### src/rtl/frx_pkg.sv
package frx_pkg;
  typedef enum logic [2:0] {
    ST_IDLE,
    ST_START,
    ST_DATA,
    ST_PAR,
    ST_STOP,
    ST_WAITHI
  } rx_state_e;

  typedef struct packed {
    logic [1:0] wlen;
    logic       par_en;
    logic       par_even;
    logic       par_force;
  } rx_cfg_t;
endpackage

### src/rtl/frx_sync.sv
module frx_sync #(
  parameter int STAGES = 2
) (
  input  logic clk_i,
  input  logic rst_ni,
  input  logic d_i,
  output logic q_o
);
  logic [STAGES-1:0] chain;

  generate
    for (genvar g = 0; g < STAGES; g++) begin : g_stage
      always_ff @(posedge clk_i or negedge rst_ni) begin
        if (!rst_ni) chain[g] <= 1'b1;
        else if (g == 0) chain[g] <= d_i;
        else chain[g] <= chain[(g == 0) ? 0 : g-1];
      end
    end
  endgenerate

  assign q_o = chain[STAGES-1];
endmodule

### src/rtl/frx_parity.sv
module frx_parity #(
  parameter int DATA_W = 8
) (
  input  logic [DATA_W-1:0] data_i,
  input  logic              pbit_i,
  input  frx_pkg::rx_cfg_t  cfg_i,
  output logic              err_o
);
  logic ones_odd;
  logic expect_bit;

  always_comb begin
    ones_odd = ^data_i;
    if (cfg_i.par_force) expect_bit = ~cfg_i.par_even;
    else if (cfg_i.par_even) expect_bit = ones_odd;
    else expect_bit = ~ones_odd;
    err_o = cfg_i.par_en & (pbit_i != expect_bit);
  end
endmodule

### src/rtl/frx_core.sv
module frx_core #(
  parameter int OSR    = 16,
  parameter int DATA_W = 8
) (
  input  logic              clk_i,
  input  logic              rst_ni,
  input  logic              rx_i,
  input  logic              tick_i,
  input  frx_pkg::rx_cfg_t  cfg_i,
  output logic              done_o,
  output logic [DATA_W-1:0] data_o,
  output logic              pbit_o,
  output logic              stop_o,
  output logic              brk_o
);
  import frx_pkg::*;

  localparam int CNT_W      = $clog2(OSR);
  localparam int IDX_W      = $clog2(DATA_W);
  localparam int START_LAST = OSR/2 - 2;
  localparam logic [CNT_W-1:0] CNT_END  = CNT_W'(OSR - 1);
  localparam logic [CNT_W-1:0] CNT_QUAL = CNT_W'(START_LAST);
  localparam logic [IDX_W-1:0] MIN_LAST = IDX_W'(4);

  rx_state_e         state;
  logic [CNT_W-1:0]  cnt;
  logic [IDX_W-1:0]  bidx;
  logic [DATA_W-1:0] shreg;
  logic              pbit;
  logic              all_zero;
  logic [IDX_W-1:0]  last_idx;
  logic              mid_bit;

  assign last_idx = MIN_LAST + IDX_W'(cfg_i.wlen);
  assign mid_bit  = (cnt == CNT_END);

  always_ff @(posedge clk_i or negedge rst_ni) begin
    if (!rst_ni) begin
      state    <= ST_IDLE;
      cnt      <= '0;
      bidx     <= '0;
      shreg    <= '0;
      pbit     <= 1'b0;
      all_zero <= 1'b1;
    end else if (tick_i) begin
      case (state)
        ST_IDLE: begin
          if (!rx_i) begin
            state <= ST_START;
            cnt   <= '0;
          end
        end
        ST_START: begin
          if (cnt == CNT_QUAL) begin
            cnt <= '0;
            if (rx_i) begin
              state <= ST_IDLE;
            end else begin
              state    <= ST_DATA;
              bidx     <= '0;
              shreg    <= '0;
              pbit     <= 1'b0;
              all_zero <= 1'b1;
            end
          end else begin
            cnt <= cnt + 1'b1;
          end
        end
        ST_DATA: begin
          if (mid_bit) begin
            cnt         <= '0;
            shreg[bidx] <= rx_i;
            if (rx_i) all_zero <= 1'b0;
            if (bidx == last_idx) state <= cfg_i.par_en ? ST_PAR : ST_STOP;
            else bidx <= bidx + 1'b1;
          end else begin
            cnt <= cnt + 1'b1;
          end
        end
        ST_PAR: begin
          if (mid_bit) begin
            cnt   <= '0;
            pbit  <= rx_i;
            if (rx_i) all_zero <= 1'b0;
            state <= ST_STOP;
          end else begin
            cnt <= cnt + 1'b1;
          end
        end
        ST_STOP: begin
          if (mid_bit) begin
            cnt   <= '0;
            state <= rx_i ? ST_IDLE : ST_WAITHI;
          end else begin
            cnt <= cnt + 1'b1;
          end
        end
        ST_WAITHI: begin
          if (rx_i) state <= ST_IDLE;
        end
        default: state <= ST_IDLE;
      endcase
    end
  end

  assign done_o = tick_i && (state == ST_STOP) && mid_bit;
  assign data_o = shreg;
  assign pbit_o = pbit;
  assign stop_o = rx_i;
  assign brk_o  = all_zero & ~rx_i;
endmodule

### src/rtl/frx_hold.sv
module frx_hold #(
  parameter int DATA_W = 8
) (
  input  logic              clk_i,
  input  logic              rst_ni,
  input  logic              load_i,
  input  logic [DATA_W-1:0] data_i,
  input  logic              pe_i,
  input  logic              fe_i,
  input  logic              brk_i,
  input  logic              ready_i,
  output logic              valid_o,
  output logic [DATA_W-1:0] data_o,
  output logic              pe_o,
  output logic              fe_o,
  output logic              brk_o
);
  always_ff @(posedge clk_i or negedge rst_ni) begin
    if (!rst_ni) begin
      valid_o <= 1'b0;
      data_o  <= '0;
      pe_o    <= 1'b0;
      fe_o    <= 1'b0;
      brk_o   <= 1'b0;
    end else if (load_i) begin
      valid_o <= 1'b1;
      data_o  <= data_i;
      pe_o    <= pe_i;
      fe_o    <= fe_i;
      brk_o   <= brk_i;
    end else if (ready_i) begin
      valid_o <= 1'b0;
    end
  end
endmodule

### src/rtl/frame_rx.sv
module frame_rx #(
  parameter int OSR         = 16,
  parameter int SYNC_STAGES = 2,
  parameter int DATA_W      = 8
) (
  input  logic              clk_i,
  input  logic              rst_ni,
  input  logic              rx_i,
  input  logic              tick_i,
  input  logic [1:0]        wlen_i,
  input  logic              par_en_i,
  input  logic              par_even_i,
  input  logic              par_force_i,
  output logic              out_valid_o,
  input  logic              out_ready_i,
  output logic [DATA_W-1:0] out_data_o,
  output logic              par_err_o,
  output logic              frm_err_o,
  output logic              brk_o
);
  frx_pkg::rx_cfg_t  cfg;
  logic              rx_sync;
  logic              frame_done;
  logic [DATA_W-1:0] core_data;
  logic              core_pbit;
  logic              core_stop;
  logic              core_brk;
  logic              core_pe;

  assign cfg = '{wlen: wlen_i, par_en: par_en_i, par_even: par_even_i,
                 par_force: par_force_i};

  frx_sync #(.STAGES(SYNC_STAGES)) u_sync (
    .clk_i (clk_i),
    .rst_ni(rst_ni),
    .d_i   (rx_i),
    .q_o   (rx_sync)
  );

  frx_core #(.OSR(OSR), .DATA_W(DATA_W)) u_core (
    .clk_i (clk_i),
    .rst_ni(rst_ni),
    .rx_i  (rx_sync),
    .tick_i(tick_i),
    .cfg_i (cfg),
    .done_o(frame_done),
    .data_o(core_data),
    .pbit_o(core_pbit),
    .stop_o(core_stop),
    .brk_o (core_brk)
  );

  frx_parity #(.DATA_W(DATA_W)) u_par (
    .data_i(core_data),
    .pbit_i(core_pbit),
    .cfg_i (cfg),
    .err_o (core_pe)
  );

  frx_hold #(.DATA_W(DATA_W)) u_hold (
    .clk_i  (clk_i),
    .rst_ni (rst_ni),
    .load_i (frame_done),
    .data_i (core_data),
    .pe_i   (core_pe),
    .fe_i   (~core_stop),
    .brk_i  (core_brk),
    .ready_i(out_ready_i),
    .valid_o(out_valid_o),
    .data_o (out_data_o),
    .pe_o   (par_err_o),
    .fe_o   (frm_err_o),
    .brk_o  (brk_o)
  );
endmodule

### config.mk
export PLATFORM = sky130hd
export DESIGN_NAME = frame_rx
export DESIGN_NICKNAME = d
export VERILOG_FILES = /design/src/rtl/frx_pkg.sv /design/src/rtl/frx_sync.sv /design/src/rtl/frx_parity.sv /design/src/rtl/frx_core.sv /design/src/rtl/frx_hold.sv /design/src/rtl/frame_rx.sv
export SDC_FILE = /design/constraint.sdc
export NUM_CORES = 1
export LEC_CHECK = 0
export ABC_AREA = 0
export BUFFER_PORTS_ARGS = -buffer_cell sky130_fd_sc_hd__buf_4
export CORE_MARGIN = 2
export CORE_UTILIZATION = 58
export DETAILED_ROUTE_END_ITERATION = 8
export GPL_TIMING_DRIVEN = 0
export PLACE_DENSITY_LB_ADDON = 0.05
export SYNTH_ARGS = -nofsm -noshare
export SYNTH_HDL_FRONTEND = slang
export SYNTH_HIERARCHICAL = 1
export SYNTH_SLANG_ARGS = --single-unit
### constraint.sdc
create_clock -name clk_i -period 2.2 [get_ports clk_i]
set_input_delay 0.44 -clock clk_i [delete_from_list [all_inputs] [get_ports clk_i]]
set_output_delay 0.44 -clock clk_i [all_outputs]
set_load 0.1 [all_outputs]
==> flow_summary.yaml <==
global_routing:
  antenna_found_initial: 0
  grt_pass1_wl_um: 6420
  grt_usage: 0.228
  gr-total-overflow: 0
  grt_max_degree: 35
  grt_pass1_vias: 1490
synth:
  ys_seq_area_frac: 0.437
  syn_inst: 184
  synth_seq_cells: 34
  syn_area_um2: 1960
  avgSynthCellArea_um2: 10.6
  synth_edf_count: 0
  yosys.area_share.xor_xnor: 0.0448
  synth_largest_area_cell: "dfrtp_1"
  yosys-top-cells-area: "dfrtp_1 40%, mux2_4 7.7%, o31ai_1 5.0%, dfstp_2 4.0%, xnor2_1 3.6%"
  ys_types: 52
  synth_fa_ha_area_frac: 0.0192
  synth_compound_area_frac: 0.191
  synth_top_area_frac: 0.396
  yosys_warnings: 6
  syn-num-nets: 197
  synth_top_family_by_area: "compound AO/OA/AOI/OAI gates"
  ys_async_sr_fraction: 1.00
  synth-main-ff-cell: "dfrtp_1"
  synth.area.mux_share: 0.104
  yosys.area_share.simple: 0.158
clock_tree:
  clk_pin_slew_ns: 0.10
  cts_buffer_depth: 2
  cts_setup_buffers: 0
  insertion_delay_ns: 0.32
  clock_sinks: 34
  cts_hold_buffers: 0
  cts_root_buffer: "clkbuf_4"
  cts_buffers: 5
  htree_levels: 2
  post_cts_resized: 0
  tritoncts: "done"
route:
  drtIter0Drc: 84
  vias: 1561
  drcViolationCount: 0
  ant_nets: 0
  post_drt_wl_per_cell_um: 15.3
  dr.pass1.iters: 4
  routed_wl_um: 3970
  routed_via_density: 6.03
timing:
  fin_crit_sh: 0.917
  fmax_mhz: 496
  setup_violations: 0
  fin_skew_ns: 0.00501
  setup_ws_ns: 0.183
  fin_tns_setup_ns: 0
  final_max_slew_viol_count: 0
  rsz0062_at_grt: "false"
  worst_slew_pin_slew_ns: 0.535
  slew-limit-headroom: 0.643
  whs_ns: 0.0457
  finalCriticalPeriod_ns: 2.02
  hold_violations: 0
cells_and_area:
  antenna_cells: 0
  drive_above_1_share: 0.263
  fin_area_um2: 2220
  area_delta_synth_final_pct: 13.6
  utilization: 0.677
  final_cells: 259
  nets: 225
die:
  num_rows: 21
  die_area_um2: 3850
  start_util: 0.596
  dieWidth_um: 62.1
  io_pins: 22
  die_height_um: 62.1
  core_region_area_um2: 3280
power_and_ir_drop:
  p_int_mw: 1.04
  ir_drop_mv: 0.555
  p_total_mw: 1.70
  leakage_nw: 1.03
  swShare: 0.388
  clock_power_share: 0.189
  seqPwrFrac: 0.437
  comb_power_share: 0.374
  p_switching_mw: 0.658
  power_density_nw_per_um2: 764
setup_path:
  cp.arrival_ns: 2.23
  crit_path_max_incr_delay_ns: 0.54
  cp-end-kind: "flip-flop"
  crit_path_cell_trace: "buf_2, or4b_1, nand3_1, a2111oi_0, a211o_1"
  cpMaxStageDelayCell: "dfstp_2"
  cp_max_fo: 10
  worstRegToRegCells: 5
  cp.required_ns: 2.42
  startpoint_type: "flip-flop"
  worstSetupPathType: "flip-flop to flip-flop"
  r2r_slack_ns: 0.18
placed_design:
  placed_area_um2: 2170
  dpl.cell_count: 251
  port_buffers: 21
  hpwl_um: 2920
  place_congestion: 0.895
  dpl_worst_slack_ns: 0.199
run:
  cap_viol_max_count: 0
status:
  status: "finished, final reports clean"
hold_path:
  hold_path_class: "input port to async pin"
cell usage in the layout (no fill, tap or decap), drive strengths merged, types with 3 or more instances in the layout:
| master | netlist | routed |
|---|---|---|
| o21a | 3 | 3 |
| o31ai | 13 | 13 |
| dfstp | 3 | 3 |
| xnor2 | 8 | 8 |
| nand2b | 4 | 4 |
| a31oi | 4 | 4 |
| or3b | 3 | 3 |
| dfrtp | 31 | 31 |
| and3 | 3 | 3 |
| nor2b | 3 | 3 |
| inv | 7 | 7 |
| a21oi | 4 | 4 |
| clkbuf | 4 | 10 |
| o21ai | 12 | 12 |
| nand4 | 3 | 3 |
| nor2 | 6 | 6 |
| nor3 | 5 | 5 |
| mux2 | 13 | 13 |
| ha | 3 | 3 |
| nand2 | 11 | 11 |
| nand3 | 4 | 4 |
| buf | 7 | 28 |
power groups by stage:
stage	Clock, mW	Sequential [mW]	Combinational, mW
after floorplan	0	0.792	0.436
after global placement	0	0.747	0.604
after detailed placement	0	0.753	0.628
after CTS	0.340	0.741	0.629
after global routing	0.369	0.750	0.699
final	0.321	0.742	0.636
sequential cells by signal, summed over array words and instances, names as in the netlist:
name,count
u_sync/q_o,1
u_hold/pe_o,1
u_core/pbit_o,1
u_core/state,3
u_core/bidx,3
u_core/data_o,8
u_hold/brk_o,1
u_hold/fe_o,1
u_hold/data_o,8
u_core/cnt,4
u_core/all_zero,1
u_sync/chain,1
u_hold/valid_o,1
Yosys cell counts, drive strengths merged (2+ instances only):
library cell and number:
nor3b 2, a211o 2, ha 3, clkbuf 4, nor2b 3, and3 3, nand2 11, nand2b 4
nand3b 2, xnor2 8, nand3 4, dfrtp 31, nor2 6, inv 7, a31oi 4, nand4 3
a21oi 4, a21boi 2, dfstp 3, o21ai 12, nor3 5, o21a 3, a2111oi 2, mux2 13
buf 7, or4b 2, nor4 2, or3b 3, xor2 2, mux2i 2, o31ai 13, o41ai 2
cells by family after synthesis:
kind of cell               count (synthesis)
xor gates and xnor gates                  10
DFF                                       34
adders and majority gates                  3
and+or+nand+nor                           53
buffers and inverters                     18
AOI/OAI and AO/OA                         51
muxes                                     15
final cells by class:
class,count,area (um2)
clock inverters,2,10.0
repair buffers,21,158
flip-flops and latches,34,855
well taps,46,57.6
clock buffers,6,41.3
multi-input cells,132,1010
plain buffers,11,65.1
fillers,273,1060
inverters,7,26.3
path summary, 6_finish.rpt:
kind                                      startpoint                     endpoint
max                             u_sync/q_o$_DFF_PN1_    u_core/cnt[3]$_DFFE_PN0P_
min                                           rst_ni    u_core/cnt[1]$_DFFE_PN0P_
max reg2reg                     u_sync/q_o$_DFF_PN1_    u_core/cnt[3]$_DFFE_PN0P_
min reg2reg                u_sync/chain[0]$_DFF_PN1_         u_sync/q_o$_DFF_PN1_
max in group asynchronous                     rst_ni  u_core/all_zero$_DFFE_PN1P_
min in group clk_i                              rx_i    u_sync/chain[0]$_DFF_PN1_
critical path: cells and delay by family (launching register included):
kind	cells	cell delay [ns]
flip-flops	1	0.54
buffers and inverters	1	0.21
AND/OR/NAND/NOR	2	0.76
AO/OA/AOI/OAI	2	0.40
routing by layer:
| metal | global-route usage | share of wire |
|---|---|---|
| met5 | 0 | 0 |
| met3 | 0.0580 | 0.044 |
| met1 | 0.289 | 0.46 |
| met4 | 0.0851 | 0.0050 |
| met2 | 0.375 | 0.49 |
Power figures use the tool's default switching activity.
